`config.mk`:
```
export PLATFORM = sky130hd
export DESIGN_NAME = mux_bus_seq
export DESIGN_NICKNAME = d
export VERILOG_FILES = /design/src/rtl/mbs_pkg.sv /design/src/rtl/mbs_fsm.sv /design/src/rtl/mbs_pins.sv /design/src/rtl/mbs_addr_latch.sv /design/src/rtl/mux_bus_seq.sv
export SDC_FILE = /design/constraint.sdc
export NUM_CORES = 1
export LEC_CHECK = 0
export ABC_AREA = 1
export BUFFER_PORTS_ARGS = -buffer_cell sky130_fd_sc_hd__buf_2
export CORE_UTILIZATION = 52
export CTS_BUF_LIST = sky130_fd_sc_hd__clkbuf_8 sky130_fd_sc_hd__clkbuf_16
export CTS_CLUSTER_DIAMETER = 60
export DETAILED_ROUTE_END_ITERATION = 12
export PLACE_DENSITY = 0.85
export SYNTH_ARGS = -nofsm -noshare
export SYNTH_HDL_FRONTEND = slang
export SYNTH_SLANG_ARGS = --single-unit
```
`constraint.sdc`:
```
create_clock -name clk -period 4.3 [get_ports clk]
set_clock_uncertainty 0.15 [all_clocks]
set_input_delay 0.215 -clock clk [delete_from_list [all_inputs] [get_ports clk]]
set_output_delay 0.215 -clock clk [all_outputs]
set_load 0.02 [all_outputs]
```
`src/rtl/mbs_pkg.sv`:
```
package mbs_pkg;
  typedef enum logic [2:0] {
    PH_IDLE = 3'd0,
    PH_T1   = 3'd1,
    PH_T2   = 3'd2,
    PH_T3   = 3'd3,
    PH_TW   = 3'd4,
    PH_T4   = 3'd5,
    PH_RSP  = 3'd6
  } phase_e;
endpackage

```
`src/rtl/mbs_fsm.sv`:
```
module mbs_fsm
  import mbs_pkg::*;
#(
  parameter int AW = 20,
  parameter int DW = 16
) (
  input  logic          clk,
  input  logic          rst_n,
  input  logic          req_valid,
  input  logic          req_write,
  input  logic          req_mem,
  input  logic [AW-1:0] req_addr,
  input  logic [DW-1:0] req_wdata,
  input  logic          ready,
  input  logic [DW-1:0] ad_in,
  input  logic          rsp_ready,
  output phase_e        phase,
  output logic          req_ready,
  output logic          rsp_valid,
  output logic [DW-1:0] rsp_rdata,
  output logic          cur_write,
  output logic          cur_mem,
  output logic [AW-1:0] cur_addr,
  output logic [DW-1:0] cur_wdata
);
  logic sample_pt;

  // ready matters only on the edge that closes T3 or a wait state
  assign sample_pt = (phase == PH_T3) || (phase == PH_TW);
  assign req_ready = (phase == PH_IDLE);
  assign rsp_valid = (phase == PH_RSP);

  always_ff @(posedge clk) begin
    if (!rst_n) begin
      phase     <= PH_IDLE;
      cur_write <= 1'b0;
      cur_mem   <= 1'b0;
      cur_addr  <= '0;
      cur_wdata <= '0;
      rsp_rdata <= '0;
    end else begin
      unique case (phase)
        PH_IDLE: if (req_valid) begin
          cur_write <= req_write;
          cur_mem   <= req_mem;
          cur_addr  <= req_addr;
          cur_wdata <= req_wdata;
          phase     <= PH_T1;
        end
        PH_T1:   phase <= PH_T2;
        PH_T2:   phase <= PH_T3;
        PH_T3, PH_TW: begin
          if (sample_pt && ready) begin
            if (!cur_write) rsp_rdata <= ad_in;
            phase <= PH_T4;
          end else begin
            phase <= PH_TW;
          end
        end
        PH_T4:   phase <= cur_write ? PH_IDLE : PH_RSP;
        PH_RSP:  if (rsp_ready) phase <= PH_IDLE;
        default: phase <= PH_IDLE;
      endcase
    end
  end
endmodule

```
`src/rtl/mbs_pins.sv`:
```
module mbs_pins
  import mbs_pkg::*;
#(
  parameter int AW = 20,
  parameter int DW = 16
) (
  input  phase_e           phase,
  input  logic             cur_write,
  input  logic             cur_mem,
  input  logic [AW-1:0]    cur_addr,
  input  logic [DW-1:0]    cur_wdata,
  output logic             ale,
  output logic             rd_n,
  output logic             wr_n,
  output logic             den_n,
  output logic             dtr,
  output logic             mio,
  output logic             ad_oe,
  output logic [DW-1:0]    ad_out,
  output logic [AW-DW-1:0] a_hi
);
  logic strobe;
  logic busy;

  always_comb begin
    strobe = (phase == PH_T2) || (phase == PH_T3) || (phase == PH_TW);
    busy   = (phase == PH_T1) || strobe || (phase == PH_T4);
    ale    = (phase == PH_T1);
    rd_n   = !(strobe && !cur_write);
    wr_n   = !(strobe && cur_write);
    den_n  = !strobe;
    dtr    = busy && cur_write;
    mio    = cur_mem;
    ad_oe  = (phase == PH_T1) || (busy && cur_write);
    ad_out = (phase == PH_T1) ? cur_addr[DW-1:0] : cur_wdata;
    a_hi   = cur_addr[AW-1:DW];
  end
endmodule

```
`src/rtl/mbs_addr_latch.sv`:
```
module mbs_addr_latch #(
  parameter int DW = 16
) (
  input  logic          clk,
  input  logic          rst_n,
  input  logic          ale,
  input  logic [DW-1:0] bus,
  output logic [DW-1:0] q
);
  always_ff @(posedge clk) begin
    if (!rst_n)   q <= '0;
    else if (ale) q <= bus;
  end
endmodule

```
`src/rtl/mux_bus_seq.sv`:
```
module mux_bus_seq
  import mbs_pkg::*;
#(
  parameter int AW = 20,
  parameter int DW = 16
) (
  input  logic             clk,
  input  logic             rst_n,
  input  logic             req_valid,
  output logic             req_ready,
  input  logic             req_write,
  input  logic             req_mem,
  input  logic [AW-1:0]    req_addr,
  input  logic [DW-1:0]    req_wdata,
  output logic             rsp_valid,
  input  logic             rsp_ready,
  output logic [DW-1:0]    rsp_rdata,
  output logic             ale,
  output logic             rd_n,
  output logic             wr_n,
  output logic             mio,
  output logic             dtr,
  output logic             den_n,
  input  logic             ready,
  output logic [DW-1:0]    ad_out,
  output logic             ad_oe,
  input  logic [DW-1:0]    ad_in,
  output logic [AW-DW-1:0] a_hi,
  output logic [DW-1:0]    lat_addr
);
  phase_e        phase;
  logic          cur_write;
  logic          cur_mem;
  logic [AW-1:0] cur_addr;
  logic [DW-1:0] cur_wdata;
  logic [DW-1:0] bus_view;

  mbs_fsm #(.AW(AW), .DW(DW)) u_fsm (
    .clk(clk), .rst_n(rst_n),
    .req_valid(req_valid), .req_write(req_write), .req_mem(req_mem),
    .req_addr(req_addr), .req_wdata(req_wdata),
    .ready(ready), .ad_in(ad_in), .rsp_ready(rsp_ready),
    .phase(phase), .req_ready(req_ready), .rsp_valid(rsp_valid),
    .rsp_rdata(rsp_rdata), .cur_write(cur_write), .cur_mem(cur_mem),
    .cur_addr(cur_addr), .cur_wdata(cur_wdata)
  );

  mbs_pins #(.AW(AW), .DW(DW)) u_pins (
    .phase(phase), .cur_write(cur_write), .cur_mem(cur_mem),
    .cur_addr(cur_addr), .cur_wdata(cur_wdata),
    .ale(ale), .rd_n(rd_n), .wr_n(wr_n), .den_n(den_n), .dtr(dtr),
    .mio(mio), .ad_oe(ad_oe), .ad_out(ad_out), .a_hi(a_hi)
  );

  // what an observer on the shared lines would see
  assign bus_view = ad_oe ? ad_out : ad_in;

  mbs_addr_latch #(.DW(DW)) u_latch (
    .clk(clk), .rst_n(rst_n), .ale(ale), .bus(bus_view), .q(lat_addr)
  );
endmodule

```
==> flow_results.xml, run 1 <==
<?xml version="1.0" encoding="UTF-8"?>
<metrics>
  <group name="routing">
    <metric name="detailroute.via_count" unit="">3140</metric>
    <metric name="avgViaCountPerCell" unit="">5.02</metric>
    <metric name="drt_wl_total" unit="mm">7.66</metric>
    <metric name="drt_first_iter_violations" unit="">157</metric>
    <metric name="drc_errors" unit="">0</metric>
    <metric name="drt_pre_antenna_iters" unit="">5</metric>
    <metric name="avgRoutedWirePerCell" unit="microns">12.2</metric>
    <metric name="detail-route-antenna-nets" unit="">0</metric>
  </group>
  <group name="floorplan">
    <metric name="die_area" unit="sq um">6280</metric>
    <metric name="fp.dieH" unit="microns">79.2</metric>
    <metric name="num_io_pins" unit="">120</metric>
    <metric name="placement_rows" unit="">27</metric>
    <metric name="floorplan.initialDensity" unit="">0.550</metric>
    <metric name="die_width" unit="microns">79.2</metric>
    <metric name="design.core.area" unit="sq um">5640</metric>
  </group>
  <group name="sta">
    <metric name="setup_viol_count_final" unit="">0</metric>
    <metric name="totalNegativeSetupSlack" unit="ns">0</metric>
    <metric name="final.setup.worst_slack" unit="ns">1.71</metric>
    <metric name="remaining_max_slew_budget_at_the_tightest_pin" unit="">0.188</metric>
    <metric name="tightest_slew" unit="ns">1.22</metric>
    <metric name="timing_hold_violations_final" unit="">0</metric>
    <metric name="rsz_0062_raised_after_global_routing" unit="">false</metric>
    <metric name="final_min_period_over_clock_period" unit="">0.603</metric>
    <metric name="final_max_slew_viol_count" unit="">0</metric>
    <metric name="fmaxAchievable" unit="MHz">385</metric>
    <metric name="layout_min_cycle_time" unit="ns">2.59</metric>
  </group>
  <group name="layout">
    <metric name="insertedDiodeCount" unit="">0</metric>
    <metric name="post_route_cells_drive_above_1_share" unit="">0.253</metric>
    <metric name="area_delta_synth_final" unit="%">28.0</metric>
    <metric name="layout.cells.non_filler" unit="">626</metric>
    <metric name="total_area_of_sequential_cells" unit="sq um">1460</metric>
    <metric name="post_route_design_area" unit="sq um">3970</metric>
    <metric name="fillerInstances" unit="">470</metric>
    <metric name="layout.cells.most_common" unit="">sky130_fd_sc_hd__buf_2</metric>
    <metric name="multi_input_comb_area" unit="sq um">1190</metric>
    <metric name="final_cell_mix" unit="">sky130_fd_sc_hd__buf_2, sky130_fd_sc_hd__nand2_1, sky130_fd_sc_hd__inv_1</metric>
    <metric name="number_of_nets_at_the_end_of_the_flow" unit="">608</metric>
  </group>
  <group name="setup_path">
    <metric name="critical_path.endpoint_type" unit="">output port</metric>
    <metric name="cp_data_required_time" unit="ns">3.93</metric>
    <metric name="timing.critical_path.fanout_max" unit="">33</metric>
    <metric name="critPathKind" unit="">flop to output port</metric>
    <metric name="worstSetupStartpointType" unit="">flop</metric>
    <metric name="cp_data_arrival_time" unit="ns">2.23</metric>
  </group>
  <group name="global_route">
    <metric name="grt_start_max_net_pins" unit="">56</metric>
    <metric name="wire_length_of_the_first_global_routing_pass" unit="mm">12.4</metric>
    <metric name="antenna_found_initial" unit="">0</metric>
    <metric name="first_global_vias" unit="">2888</metric>
    <metric name="global_route.usage.total" unit="">0.251</metric>
    <metric name="grt_remaining_overflow" unit="">0</metric>
  </group>
  <group name="synthesis">
    <metric name="synth_warnings" unit="">0</metric>
    <metric name="seq_area_frac_synth" unit="">0.471</metric>
    <metric name="ys_ff_latch" unit="">73</metric>
    <metric name="postSynthNetCount" unit="">498</metric>
    <metric name="syn_area" unit="sq um">3100</metric>
    <metric name="synth_cell_type_count" unit="">19</metric>
    <metric name="syn_avg_cell_area" unit="sq um">7.06</metric>
    <metric name="synthesis.instances" unit="">439</metric>
  </group>
  <group name="clocking">
    <metric name="clk_pin_slew" unit="ns">0.07</metric>
    <metric name="cts_inserted_buffers" unit="">9</metric>
    <metric name="cts.path.max_buffers" unit="">2</metric>
    <metric name="cts.htree.levels" unit="">3</metric>
    <metric name="cts.sinks" unit="">73</metric>
    <metric name="cts_setup_buffers" unit="">0</metric>
    <metric name="worst_skew_pair.late_latency" unit="ns">0.33</metric>
    <metric name="tritoncts" unit="">yes</metric>
    <metric name="cts.root.buffer_cell" unit="">sky130_fd_sc_hd__clkbuf_8</metric>
  </group>
  <group name="power">
    <metric name="cellLeakagePower" unit="uW">0.00198</metric>
    <metric name="max-vdd-ir-drop" unit="mV">0.333</metric>
    <metric name="powerDensity" unit="nW/um^2">464</metric>
    <metric name="p_total" unit="uW">1840</metric>
  </group>
  <group name="run">
    <metric name="drv_cap" unit="">0</metric>
  </group>
  <group name="place">
    <metric name="place_area" unit="sq um">3620</metric>
    <metric name="port_buffers" unit="">119</metric>
    <metric name="post-place-cells" unit="">598</metric>
    <metric name="gpl.final_weighted_congestion" unit="">0.816</metric>
    <metric name="post_place_setup_slack" unit="ns">2.06</metric>
    <metric name="detailed_place_hpwl" unit="mm">4.92</metric>
  </group>
  <group name="outcome">
    <metric name="outcome" unit="">finished clean</metric>
  </group>
  <group name="min_path">
    <metric name="worstHoldPathType" unit="">input pin to flop</metric>
  </group>
</metrics>
-- critical path, stage by stage, from the launching register on --
cell,delay (ns)
sky130_fd_sc_hd__dfxtp_1,0.46
sky130_fd_sc_hd__nand3_2,0.40
sky130_fd_sc_hd__inv_2,0.52
sky130_fd_sc_hd__nand2_1,0.13
sky130_fd_sc_hd__o21ai_0,0.15
sky130_fd_sc_hd__buf_2,0.23
-- cell usage after synthesis, drive strengths merged --
cell    count  area share
nand3      28       0.052
nand4      17       0.034
o21ai      34       0.055
nand2      99        0.12
nor2       23       0.029
a31oi       1      0.0020
inv        77       0.093
clkbuf     14       0.017
buf        18       0.035
a21oi      55       0.089
dfxtp      73        0.47
-- worst paths after layout --
path / from / endpoint / slack [ns] / cells past startpoint
setup / recovery: u_fsm.phase[0] / ad_out[11] / 1.71 / 5
hold / removal: req_addr[19] / u_fsm.cur_addr[19] / 0.02 / 3
setup reg to reg: u_fsm.phase[0] / u_fsm.cur_wdata[0] / 2.09 / 4
hold reg to reg: u_fsm.cur_wdata[8] / u_fsm.cur_wdata[8] / 0.30 / 2
-- state kept, by name (all words and copies together) (netlist names) --
name             count
u_fsm.cur_addr      20
u_fsm.cur_wdata     16
u_fsm.rsp_rdata     16
u_latch.q           16
u_fsm.phase          3
u_fsm.cur_mem        1
u_fsm.cur_write      1
-- what timing repair did --
action / in CTS / in global routing
hold buffers: 10 / 2
endpoints found under the hold margin: 10 / 2
resized for setup: 0 / 0
-- kinds of logic after synthesis --
group	Yosys count	synth area share
AND/OR/NAND/NOR	167	0.238
buffers and inverters	109	0.145
AO/OA/AOI/OAI	90	0.146
flip-flops	73	0.471
-- metrics by stage --
step                 util  hold WS [ns]
floorplan               -         0.225
global placement    0.642         0.286
detailed placement  0.642         0.291
CTS                 0.700       0.00197
global route        0.703       0.00204
finish              0.703        0.0168
-- layout make-up --
cell class,count,share of cell area
Timing Repair Buffer,131,0.180
Clock inverter,5,0.0180
Multi-Input combinational cell,257,0.300
Sequential cell,73,0.368
Clock buffer,11,0.0382
Tap cell,72,0.0227
Inverter,77,0.0728
-- where the power goes --
group | internal (uW) | leakage, uW | switching (uW) | total [uW]
Clock | 353 | 0.000123 | 238 | 590
Sequential | 745 | 0.000596 | 33.8 | 778
Combinational | 147 | 0.00126 | 327 | 474
Total | 1240 | 0.00198 | 599 | 1840
-- metal layers --
layer  GRT usage  share of wire  up-vias
met5           0              0        -
met4       0.120          0.013        0
met3      0.0391          0.059       10
met2       0.453           0.51      115
met1       0.287           0.42     1416
li1            -              -     1599
No activity file was read; power rests on OpenSTA's default activity.
==> inputs of run 2 (changes only) <==
--- a/config.mk
+++ b/config.mk
@@ -7,11 +7,11 @@
 export LEC_CHECK = 0
 export ABC_AREA = 1
 export BUFFER_PORTS_ARGS = -buffer_cell sky130_fd_sc_hd__buf_2
-export CORE_UTILIZATION = 52
+export CORE_UTILIZATION = 48
 export CTS_BUF_LIST = sky130_fd_sc_hd__clkbuf_8 sky130_fd_sc_hd__clkbuf_16
 export CTS_CLUSTER_DIAMETER = 60
 export DETAILED_ROUTE_END_ITERATION = 12
-export PLACE_DENSITY = 0.85
+export PLACE_DENSITY = 0.8
 export SYNTH_ARGS = -nofsm -noshare
 export SYNTH_HDL_FRONTEND = slang
 export SYNTH_SLANG_ARGS = --single-unit
==> constraint.sdc (replaced) <==
create_clock -name clk -period 2.7 [get_ports clk]
set_clock_uncertainty 0.15 [all_clocks]
set_input_delay 0.135 -clock clk [delete_from_list [all_inputs] [get_ports clk]]
set_output_delay 0.135 -clock clk [all_outputs]
set_load 0.02 [all_outputs]
==> run 2 against run 1 <==
Effect of this change:
- final cell count up 8.0%
- die area increased by 8.1%
- sequential cell count unchanged
- global-route usage rose by 2.1 points
- power grew 53%
- critical endpoint is now ad_out[9]
==> flow_results.xml, run 2 (synthesized netlist as in run 1, its figures left out) <==
<?xml version="1.0" encoding="UTF-8"?>
<metrics>
  <group name="routing">
    <metric name="avgViaCountPerCell" unit="">5.01</metric>
    <metric name="drc_errors" unit="">0</metric>
    <metric name="detail-route-antenna-nets" unit="">0</metric>
    <metric name="avgRoutedWirePerCell" unit="microns">13.6</metric>
    <metric name="detailroute.via_count" unit="">3388</metric>
    <metric name="drt_pre_antenna_iters" unit="">5</metric>
    <metric name="drt_first_iter_violations" unit="">219</metric>
    <metric name="drt_wl_total" unit="mm">9.19</metric>
  </group>
  <group name="min_path">
    <metric name="timing.hold.worst_path_depth" unit="">3</metric>
    <metric name="worstHoldPathType" unit="">input pin to flop</metric>
    <metric name="hold_path_startpoint" unit="">rst_n</metric>
  </group>
  <group name="layout">
    <metric name="insertedDiodeCount" unit="">0</metric>
    <metric name="largest_register" unit="">u_fsm.cur_addr</metric>
    <metric name="final_cell_mix" unit="">sky130_fd_sc_hd__buf_2, sky130_fd_sc_hd__nand2_1, sky130_fd_sc_hd__inv_1</metric>
    <metric name="area_delta_synth_final" unit="%">41.2</metric>
    <metric name="post_route_cells_drive_above_1_share" unit="">0.245</metric>
    <metric name="number_of_nets_at_the_end_of_the_flow" unit="">655</metric>
    <metric name="largest_reg_flops" unit="">20</metric>
    <metric name="multi_input_comb_area" unit="sq um">1190</metric>
    <metric name="fillerInstances" unit="">493</metric>
    <metric name="total_area_of_sequential_cells" unit="sq um">1460</metric>
    <metric name="layout.cells.most_common" unit="">sky130_fd_sc_hd__buf_2</metric>
  </group>
  <group name="floorplan">
    <metric name="placement_rows" unit="">28</metric>
    <metric name="design.core.area" unit="sq um">6060</metric>
    <metric name="num_io_pins" unit="">120</metric>
    <metric name="floorplan.initialDensity" unit="">0.512</metric>
    <metric name="die_area" unit="sq um">6780</metric>
    <metric name="die_width" unit="microns">82.4</metric>
    <metric name="fp.dieH" unit="microns">82.4</metric>
  </group>
  <group name="setup_path">
    <metric name="setup.worst_path.start" unit="">u_fsm.phase[0]</metric>
    <metric name="rr_startpoint" unit="">u_fsm.phase[0]</metric>
    <metric name="worstPathCellList" unit="">nand3_2, inv_2, nand2_1, o21ai_0, buf_2</metric>
    <metric name="worst-r2r-cell-count" unit="">5</metric>
    <metric name="cp_data_arrival_time" unit="ns">1.85</metric>
    <metric name="cp_data_required_time" unit="ns">2.41</metric>
    <metric name="worstSetupStartpointType" unit="">flop</metric>
    <metric name="timing.critical_path.fanout_max" unit="">33</metric>
    <metric name="critPathKind" unit="">flop to output port</metric>
    <metric name="critical_path.endpoint_type" unit="">output port</metric>
    <metric name="crit_path_max_incr_delay" unit="ns">0.47</metric>
    <metric name="cell_at_the_slowest_stage_of_the_critical_path" unit="">sky130_fd_sc_hd__dfxtp_1</metric>
  </group>
  <group name="global_route">
    <metric name="antenna_found_initial" unit="">0</metric>
    <metric name="grt_remaining_overflow" unit="">0</metric>
    <metric name="wire_length_of_the_first_global_routing_pass" unit="mm">13.8</metric>
    <metric name="global_route.usage.total" unit="">0.272</metric>
    <metric name="grt_start_max_net_pins" unit="">39</metric>
    <metric name="first_global_vias" unit="">3066</metric>
  </group>
  <group name="clocking">
    <metric name="cts.path.max_buffers" unit="">2</metric>
    <metric name="cts_setup_buffers" unit="">0</metric>
    <metric name="cts.sinks" unit="">73</metric>
    <metric name="worst_skew_pair.late_latency" unit="ns">0.34</metric>
    <metric name="clk_pin_slew" unit="ns">0.08</metric>
    <metric name="cts.root.buffer_cell" unit="">sky130_fd_sc_hd__clkbuf_8</metric>
    <metric name="cts_inserted_buffers" unit="">9</metric>
    <metric name="cts.htree.levels" unit="">3</metric>
    <metric name="ctsHoldBuffers" unit="">55</metric>
    <metric name="tritoncts" unit="">yes</metric>
    <metric name="post_cts_resize_count" unit="">0</metric>
  </group>
  <group name="sta">
    <metric name="fmaxAchievable" unit="MHz">469</metric>
    <metric name="remaining_max_slew_budget_at_the_tightest_pin" unit="">0.500</metric>
    <metric name="totalNegativeSetupSlack" unit="ns">0</metric>
    <metric name="timing_hold_violations_final" unit="">0</metric>
    <metric name="final_max_slew_viol_count" unit="">0</metric>
    <metric name="setup_viol_count_final" unit="">0</metric>
    <metric name="final_min_period_over_clock_period" unit="">0.790</metric>
    <metric name="rsz_0062_raised_after_global_routing" unit="">false</metric>
    <metric name="tightest_slew" unit="ns">0.749</metric>
    <metric name="layout_min_cycle_time" unit="ns">2.13</metric>
  </group>
  <group name="run">
    <metric name="drv_cap" unit="">0</metric>
  </group>
  <group name="power">
    <metric name="cellLeakagePower" unit="uW">0.00213</metric>
    <metric name="p_total" unit="uW">2820</metric>
    <metric name="powerDensity" unit="nW/um^2">644</metric>
    <metric name="max-vdd-ir-drop" unit="mV">0.414</metric>
  </group>
  <group name="outcome">
    <metric name="outcome" unit="">finished clean</metric>
  </group>
  <group name="place">
    <metric name="gpl.final_weighted_congestion" unit="">0.816</metric>
    <metric name="detailed_place_hpwl" unit="mm">5.07</metric>
    <metric name="port_buffers" unit="">119</metric>
  </group>
</metrics>
## run 2: cell count changes in the layout (fill, tap and decap cells not counted)
cell	before	now
sky130_fd_sc_hd__buf_4	0	4
sky130_fd_sc_hd__bufinv_16	2	0
sky130_fd_sc_hd__clkbuf_8	11	9
sky130_fd_sc_hd__clkinv_2	0	3
sky130_fd_sc_hd__clkinvlp_4	0	3
sky130_fd_sc_hd__dlygate4sd3_1	12	55
sky130_fd_sc_hd__inv_1	77	74
sky130_fd_sc_hd__inv_6	0	1
## run 2: worst paths after layout
kind,slack (ns),to
max reg2reg,0.88,u_fsm.cur_write
min reg2reg,0.30,u_fsm.cur_wdata[4]
min,0.11,u_fsm.cur_addr[15]
max,0.57,ad_out[9]
## run 2: power by group
part	total, uW	internal (uW)	switching, uW
Sequential	1240	1190	53.7
Combinational	832	283	549
Clock	751	331	420
## run 2: per-layer routing
layer  vias up  track usage  share of wire
met3        23       0.0593          0.068
met4         0        0.112          0.023
met1      1521        0.319           0.41
met2       156        0.479           0.50
met5         -            0              0
li1       1688            -              -
## run 2: stage by stage
| stage | area [sq um] | setup slack, ns | utilization | cells | hold slack [ns] |
|---|---|---|---|---|---|
| 2_1_floorplan | 3100 | 1.07 | - | 439 | 0.145 |
| 3_3_place_gp | 3660 | 0.972 | 0.604 | 605 | 0.259 |
| 3_5_place_dp | 3660 | 0.912 | 0.604 | 605 | 0.260 |
| 4_1_cts | 4380 | 0.604 | 0.723 | 676 | 0.0965 |
| 5_1_grt | 4380 | 0.465 | 0.723 | 676 | 0.138 |
| 6_report | 4380 | 0.566 | 0.723 | 676 | 0.108 |
## run 2: final cells by class
cell class                      instances  area share
Tap cell                               75      0.0214
Inverter                               77      0.0660
Clock inverter                          7      0.0106
Clock buffer                            9      0.0283
Multi-Input combinational cell        257       0.271
Sequential cell                        73       0.334
Timing Repair Buffer                  178       0.269
## run 2: worst max-delay path, delay by kind of cell, from the launching register on
| family | cells | cell delay, ns |
|---|---|---|
| simple gates | 2 | 0.28 |
| compound gates | 1 | 0.14 |
| buf+inv | 2 | 0.61 |
| flops | 1 | 0.47 |
==> inputs of run 3 (changes only) <==
--- a/config.mk
+++ b/config.mk
@@ -5,13 +5,13 @@
 export SDC_FILE = /design/constraint.sdc
 export NUM_CORES = 1
 export LEC_CHECK = 0
-export ABC_AREA = 1
+export ABC_AREA = 0
 export BUFFER_PORTS_ARGS = -buffer_cell sky130_fd_sc_hd__buf_2
-export CORE_UTILIZATION = 48
+export CORE_UTILIZATION = 44
 export CTS_BUF_LIST = sky130_fd_sc_hd__clkbuf_8 sky130_fd_sc_hd__clkbuf_16
 export CTS_CLUSTER_DIAMETER = 60
 export DETAILED_ROUTE_END_ITERATION = 12
-export PLACE_DENSITY = 0.8
+export PLACE_DENSITY = 0.77
 export SYNTH_ARGS = -nofsm -noshare
 export SYNTH_HDL_FRONTEND = slang
 export SYNTH_SLANG_ARGS = --single-unit
==> constraint.sdc (replaced) <==
create_clock -name clk -period 1.85 [get_ports clk]
set_clock_uncertainty 0.15 [all_clocks]
set_input_delay 0.0925 -clock clk [delete_from_list [all_inputs] [get_ports clk]]
set_output_delay 0.0925 -clock clk [all_outputs]
set_load 0.02 [all_outputs]
==> run 3 against run 2 <==
Effect of this change:
- the flow now finishes with violations (setup timing)
- first-iteration DRC count shrank 56%
- critical path depth increased by 1
- synthesized cell count down 14%
- sequential power increased by 44%
- power is 60% higher
- area after synthesis down 1.5%
- worst hold slack worse by 0.045 ns
- combinational power is 42% higher
- utilization is 2.2 points lower
- sequential cell count did not move
- register-to-register slack worse by 0.83 ns
- die area grew 7.3%
- critical endpoint is now ad_out[12]
==> flow_results.xml, run 3 <==
<?xml version="1.0" encoding="UTF-8"?>
<metrics>
  <group name="floorplan">
    <metric name="die_width" unit="microns">85.3</metric>
    <metric name="design.core.area" unit="sq um">6760</metric>
    <metric name="die_area" unit="sq um">7280</metric>
    <metric name="num_io_pins" unit="">120</metric>
    <metric name="placement_rows" unit="">30</metric>
    <metric name="fp.dieH" unit="microns">85.3</metric>
    <metric name="floorplan.initialDensity" unit="">0.452</metric>
  </group>
  <group name="outcome">
    <metric name="outcome" unit="">finished, violations left</metric>
    <metric name="violations" unit="">setup timing</metric>
  </group>
  <group name="layout">
    <metric name="insertedDiodeCount" unit="">0</metric>
    <metric name="final_cell_mix" unit="">sky130_fd_sc_hd__nand2_1, sky130_fd_sc_hd__buf_2, sky130_fd_sc_hd__dfxtp_1</metric>
    <metric name="layout.cells.non_filler" unit="">634</metric>
    <metric name="largest_register" unit="">u_fsm.cur_addr</metric>
    <metric name="number_of_nets_at_the_end_of_the_flow" unit="">608</metric>
    <metric name="post_route_cells_drive_above_1_share" unit="">0.327</metric>
    <metric name="largest_reg_flops" unit="">20</metric>
    <metric name="area_delta_synth_final" unit="%">54.9</metric>
    <metric name="post_route_design_area" unit="sq um">4730</metric>
    <metric name="layout.cells.most_common" unit="">sky130_fd_sc_hd__nand2_1</metric>
  </group>
  <group name="setup_path">
    <metric name="worstSetupStartpointType" unit="">flop</metric>
    <metric name="cp_data_required_time" unit="ns">1.61</metric>
    <metric name="critPathKind" unit="">flop to output port</metric>
    <metric name="worstSetupEndpoint" unit="">ad_out[12]</metric>
    <metric name="worst-r2r-setup-slack" unit="ns">0.05</metric>
    <metric name="rr_startpoint" unit="">u_fsm.phase[2]</metric>
    <metric name="worst-r2r-cell-count" unit="">5</metric>
    <metric name="worst_r2r_endpoint" unit="">u_fsm.cur_wdata[3]</metric>
    <metric name="critical_path.endpoint_type" unit="">output port</metric>
    <metric name="cp_data_arrival_time" unit="ns">1.66</metric>
    <metric name="setup.worst_path.start" unit="">u_fsm.phase[2]</metric>
    <metric name="timing.critical_path.fanout_max" unit="">6</metric>
  </group>
  <group name="synthesis">
    <metric name="synth-edff-count" unit="">0</metric>
    <metric name="post-synth-top-area-cell" unit="">sky130_fd_sc_hd__dfxtp_1</metric>
    <metric name="dominantRegCellSynth" unit="">sky130_fd_sc_hd__dfxtp_1</metric>
    <metric name="ys_ff_latch" unit="">73</metric>
    <metric name="synth_largest_type_area_fraction" unit="">0.478</metric>
    <metric name="seq_area_frac_synth" unit="">0.478</metric>
    <metric name="synth_cell_type_count" unit="">31</metric>
    <metric name="ys_top_cells_by_area" unit="">sky130_fd_sc_hd__dfxtp_1, sky130_fd_sc_hd__nand2_1, sky130_fd_sc_hd__a21boi_0</metric>
    <metric name="syn_avg_cell_area" unit="sq um">8.13</metric>
    <metric name="most_common_cell_in_the_netlist" unit="">sky130_fd_sc_hd__nand2_1</metric>
    <metric name="postSynthNetCount" unit="">435</metric>
    <metric name="async_flop_share" unit="">0</metric>
    <metric name="synthesis.instances" unit="">376</metric>
    <metric name="syn_area" unit="sq um">3060</metric>
    <metric name="synth_warnings" unit="">0</metric>
    <metric name="synth_common_cells" unit="">sky130_fd_sc_hd__nand2_1, sky130_fd_sc_hd__dfxtp_1, sky130_fd_sc_hd__a21boi_0, sky130_fd_sc_hd__clkbuf_1, sky130_fd_sc_hd__mux2i_1</metric>
  </group>
  <group name="clocking">
    <metric name="cts.sinks" unit="">73</metric>
    <metric name="cts_inserted_buffers" unit="">9</metric>
    <metric name="cts.htree.levels" unit="">3</metric>
    <metric name="cts.path.max_buffers" unit="">2</metric>
    <metric name="clk_pin_slew" unit="ns">0.07</metric>
    <metric name="tritoncts" unit="">yes</metric>
    <metric name="cts.root.buffer_cell" unit="">sky130_fd_sc_hd__clkbuf_8</metric>
    <metric name="worst_skew_pair.late_latency" unit="ns">0.33</metric>
  </group>
  <group name="place">
    <metric name="port_buffers" unit="">119</metric>
    <metric name="gpl.final_weighted_congestion" unit="">0.816</metric>
    <metric name="post-place-cells" unit="">556</metric>
    <metric name="place_area" unit="sq um">3720</metric>
    <metric name="detailed_place_hpwl" unit="mm">5.05</metric>
  </group>
  <group name="power">
    <metric name="cellLeakagePower" unit="uW">0.00220</metric>
    <metric name="powerDensity" unit="nW/um^2">953</metric>
    <metric name="p_sw" unit="uW">1330</metric>
    <metric name="max-vdd-ir-drop" unit="mV">0.561</metric>
    <metric name="power.clock.fraction" unit="">0.344</metric>
    <metric name="power.share.sequential" unit="">0.394</metric>
    <metric name="share_comb_of_total_power" unit="">0.261</metric>
    <metric name="internal_power" unit="uW">3180</metric>
    <metric name="sw_ratio" unit="">0.296</metric>
  </group>
  <group name="sta">
    <metric name="final_min_period_over_clock_period" unit="">1.03</metric>
    <metric name="tightest_slew" unit="ns">0.465</metric>
    <metric name="timing_hold_violations_final" unit="">0</metric>
    <metric name="layout_min_cycle_time" unit="ns">1.90</metric>
    <metric name="rsz_0062_raised_after_global_routing" unit="">true</metric>
    <metric name="fmaxAchievable" unit="MHz">525</metric>
    <metric name="final_max_slew_viol_count" unit="">0</metric>
    <metric name="final.setup.worst_slack" unit="ns">-0.0532</metric>
    <metric name="setup_viol_count_final" unit="">17</metric>
    <metric name="final.hold.worst_slack" unit="ns">0.0626</metric>
    <metric name="remaining_max_slew_budget_at_the_tightest_pin" unit="">0.690</metric>
  </group>
  <group name="global_route">
    <metric name="antenna_found_initial" unit="">0</metric>
    <metric name="grt_start_max_net_pins" unit="">46</metric>
    <metric name="grt_remaining_overflow" unit="">0</metric>
    <metric name="wire_length_of_the_first_global_routing_pass" unit="mm">13.5</metric>
    <metric name="global_route.usage.total" unit="">0.236</metric>
    <metric name="first_global_vias" unit="">2940</metric>
  </group>
  <group name="routing">
    <metric name="drc_errors" unit="">0</metric>
    <metric name="detail-route-antenna-nets" unit="">0</metric>
    <metric name="drt_pre_antenna_iters" unit="">4</metric>
    <metric name="detailroute.via_count" unit="">3048</metric>
    <metric name="drt_wl_total" unit="mm">8.57</metric>
    <metric name="avgRoutedWirePerCell" unit="microns">13.5</metric>
    <metric name="drt_first_iter_violations" unit="">96</metric>
    <metric name="avgViaCountPerCell" unit="">4.81</metric>
  </group>
  <group name="min_path">
    <metric name="worstHoldPathType" unit="">input pin to flop</metric>
  </group>
  <group name="run">
    <metric name="drv_cap" unit="">0</metric>
  </group>
</metrics>
run 3: repair_timing:
action / CTS / global route
cloned: 1 / 0
setup buffers: 3 / 2
endpoints found under the hold margin: 56 / 0
endpoints found under the setup margin: 19 / 19
resized for setup: 33 / 14
hold buffers: 56 / 0
pin swaps: 6 / 12
run 3: logic make-up (layout without fill, tap and decap cells):
kind of cell	after synthesis	in the layout	synth area share
simple gates	188	188	0.248
mux	18	18	0.0594
compound gates	63	63	0.154
buf+inv	33	211	0.0569
flops	73	73	0.478
xor+xnor	1	1	0.00287
run 3: worst min path at each step:
| stage | depth (start not counted) | slack [ns] | start | to |
|---|---|---|---|---|
| final | 4 | 0.06 | req_valid | u_fsm.phase[0] |
| after global routing | 4 | 0.07 | req_valid | u_fsm.phase[0] |
| after floorplan | 2 | 0.08 | req_addr[19] | u_fsm.cur_addr[19] |
| after detailed placement | 3 | 0.19 | req_write | u_fsm.cur_write |
| after global placement | 3 | 0.19 | req_write | u_fsm.cur_write |
| after CTS | 4 | 0.05 | req_valid | u_fsm.phase[0] |
run 3: routing by layer:
layer | track usage | wire length [microns] | share of wire
met5 | 0 | 0 | 0
met1 | 0.273 | 3670 | 0.43
met3 | 0.0340 | 229 | 0.027
met2 | 0.431 | 4450 | 0.52
met4 | 0.106 | 225 | 0.026
run 3: cell type report:
| type | instances | area [sq um] |
|---|---|---|
| Fill cell | 520 | 2020 |
| Multi-Input combinational cell | 270 | 1510 |
| Sequential cell | 73 | 1470 |
| Timing Repair Buffer | 192 | 1380 |
| Clock buffer | 11 | 151 |
| Clock inverter | 5 | 103 |
| Tap cell | 80 | 100 |
| Inverter | 2 | 10.0 |
| Timing Repair inverter | 1 | 7.51 |
run 3: power by group through the flow:
stage	clock [uW]	sequential [uW]	combinational, uW
global route	1640	1790	1280
finish	1550	1780	1180
detailed placement	0	1810	936
floorplan	0	1820	609
CTS	1580	1770	1140
global placement	0	1800	916
run 3: worst max-delay path, stage by stage, from the launching register on:
cell and delay (ns):
sky130_fd_sc_hd__dfxtp_4 0.36, sky130_fd_sc_hd__or3b_4 0.45, sky130_fd_sc_hd__clkinvlp_4 0.14, sky130_fd_sc_hd__buf_12 0.15, sky130_fd_sc_hd__nand2_4 0.05, sky130_fd_sc_hd__nand2_2 0.06, sky130_fd_sc_hd__buf_6 0.11
run 3: per-stage QoR:
step           utilization  worst slack [ns]  total power (uW)  TNS (ns)
5_1_grt              0.700            -0.116              4710     -1.58
3_5_place_dp         0.550             0.170              2740         0
6_report             0.700           -0.0532              4510    -0.469
3_3_place_gp         0.550             0.248              2720         0
4_1_cts              0.691           -0.0655              4490    -0.726
2_1_floorplan            -            0.0948              2430         0
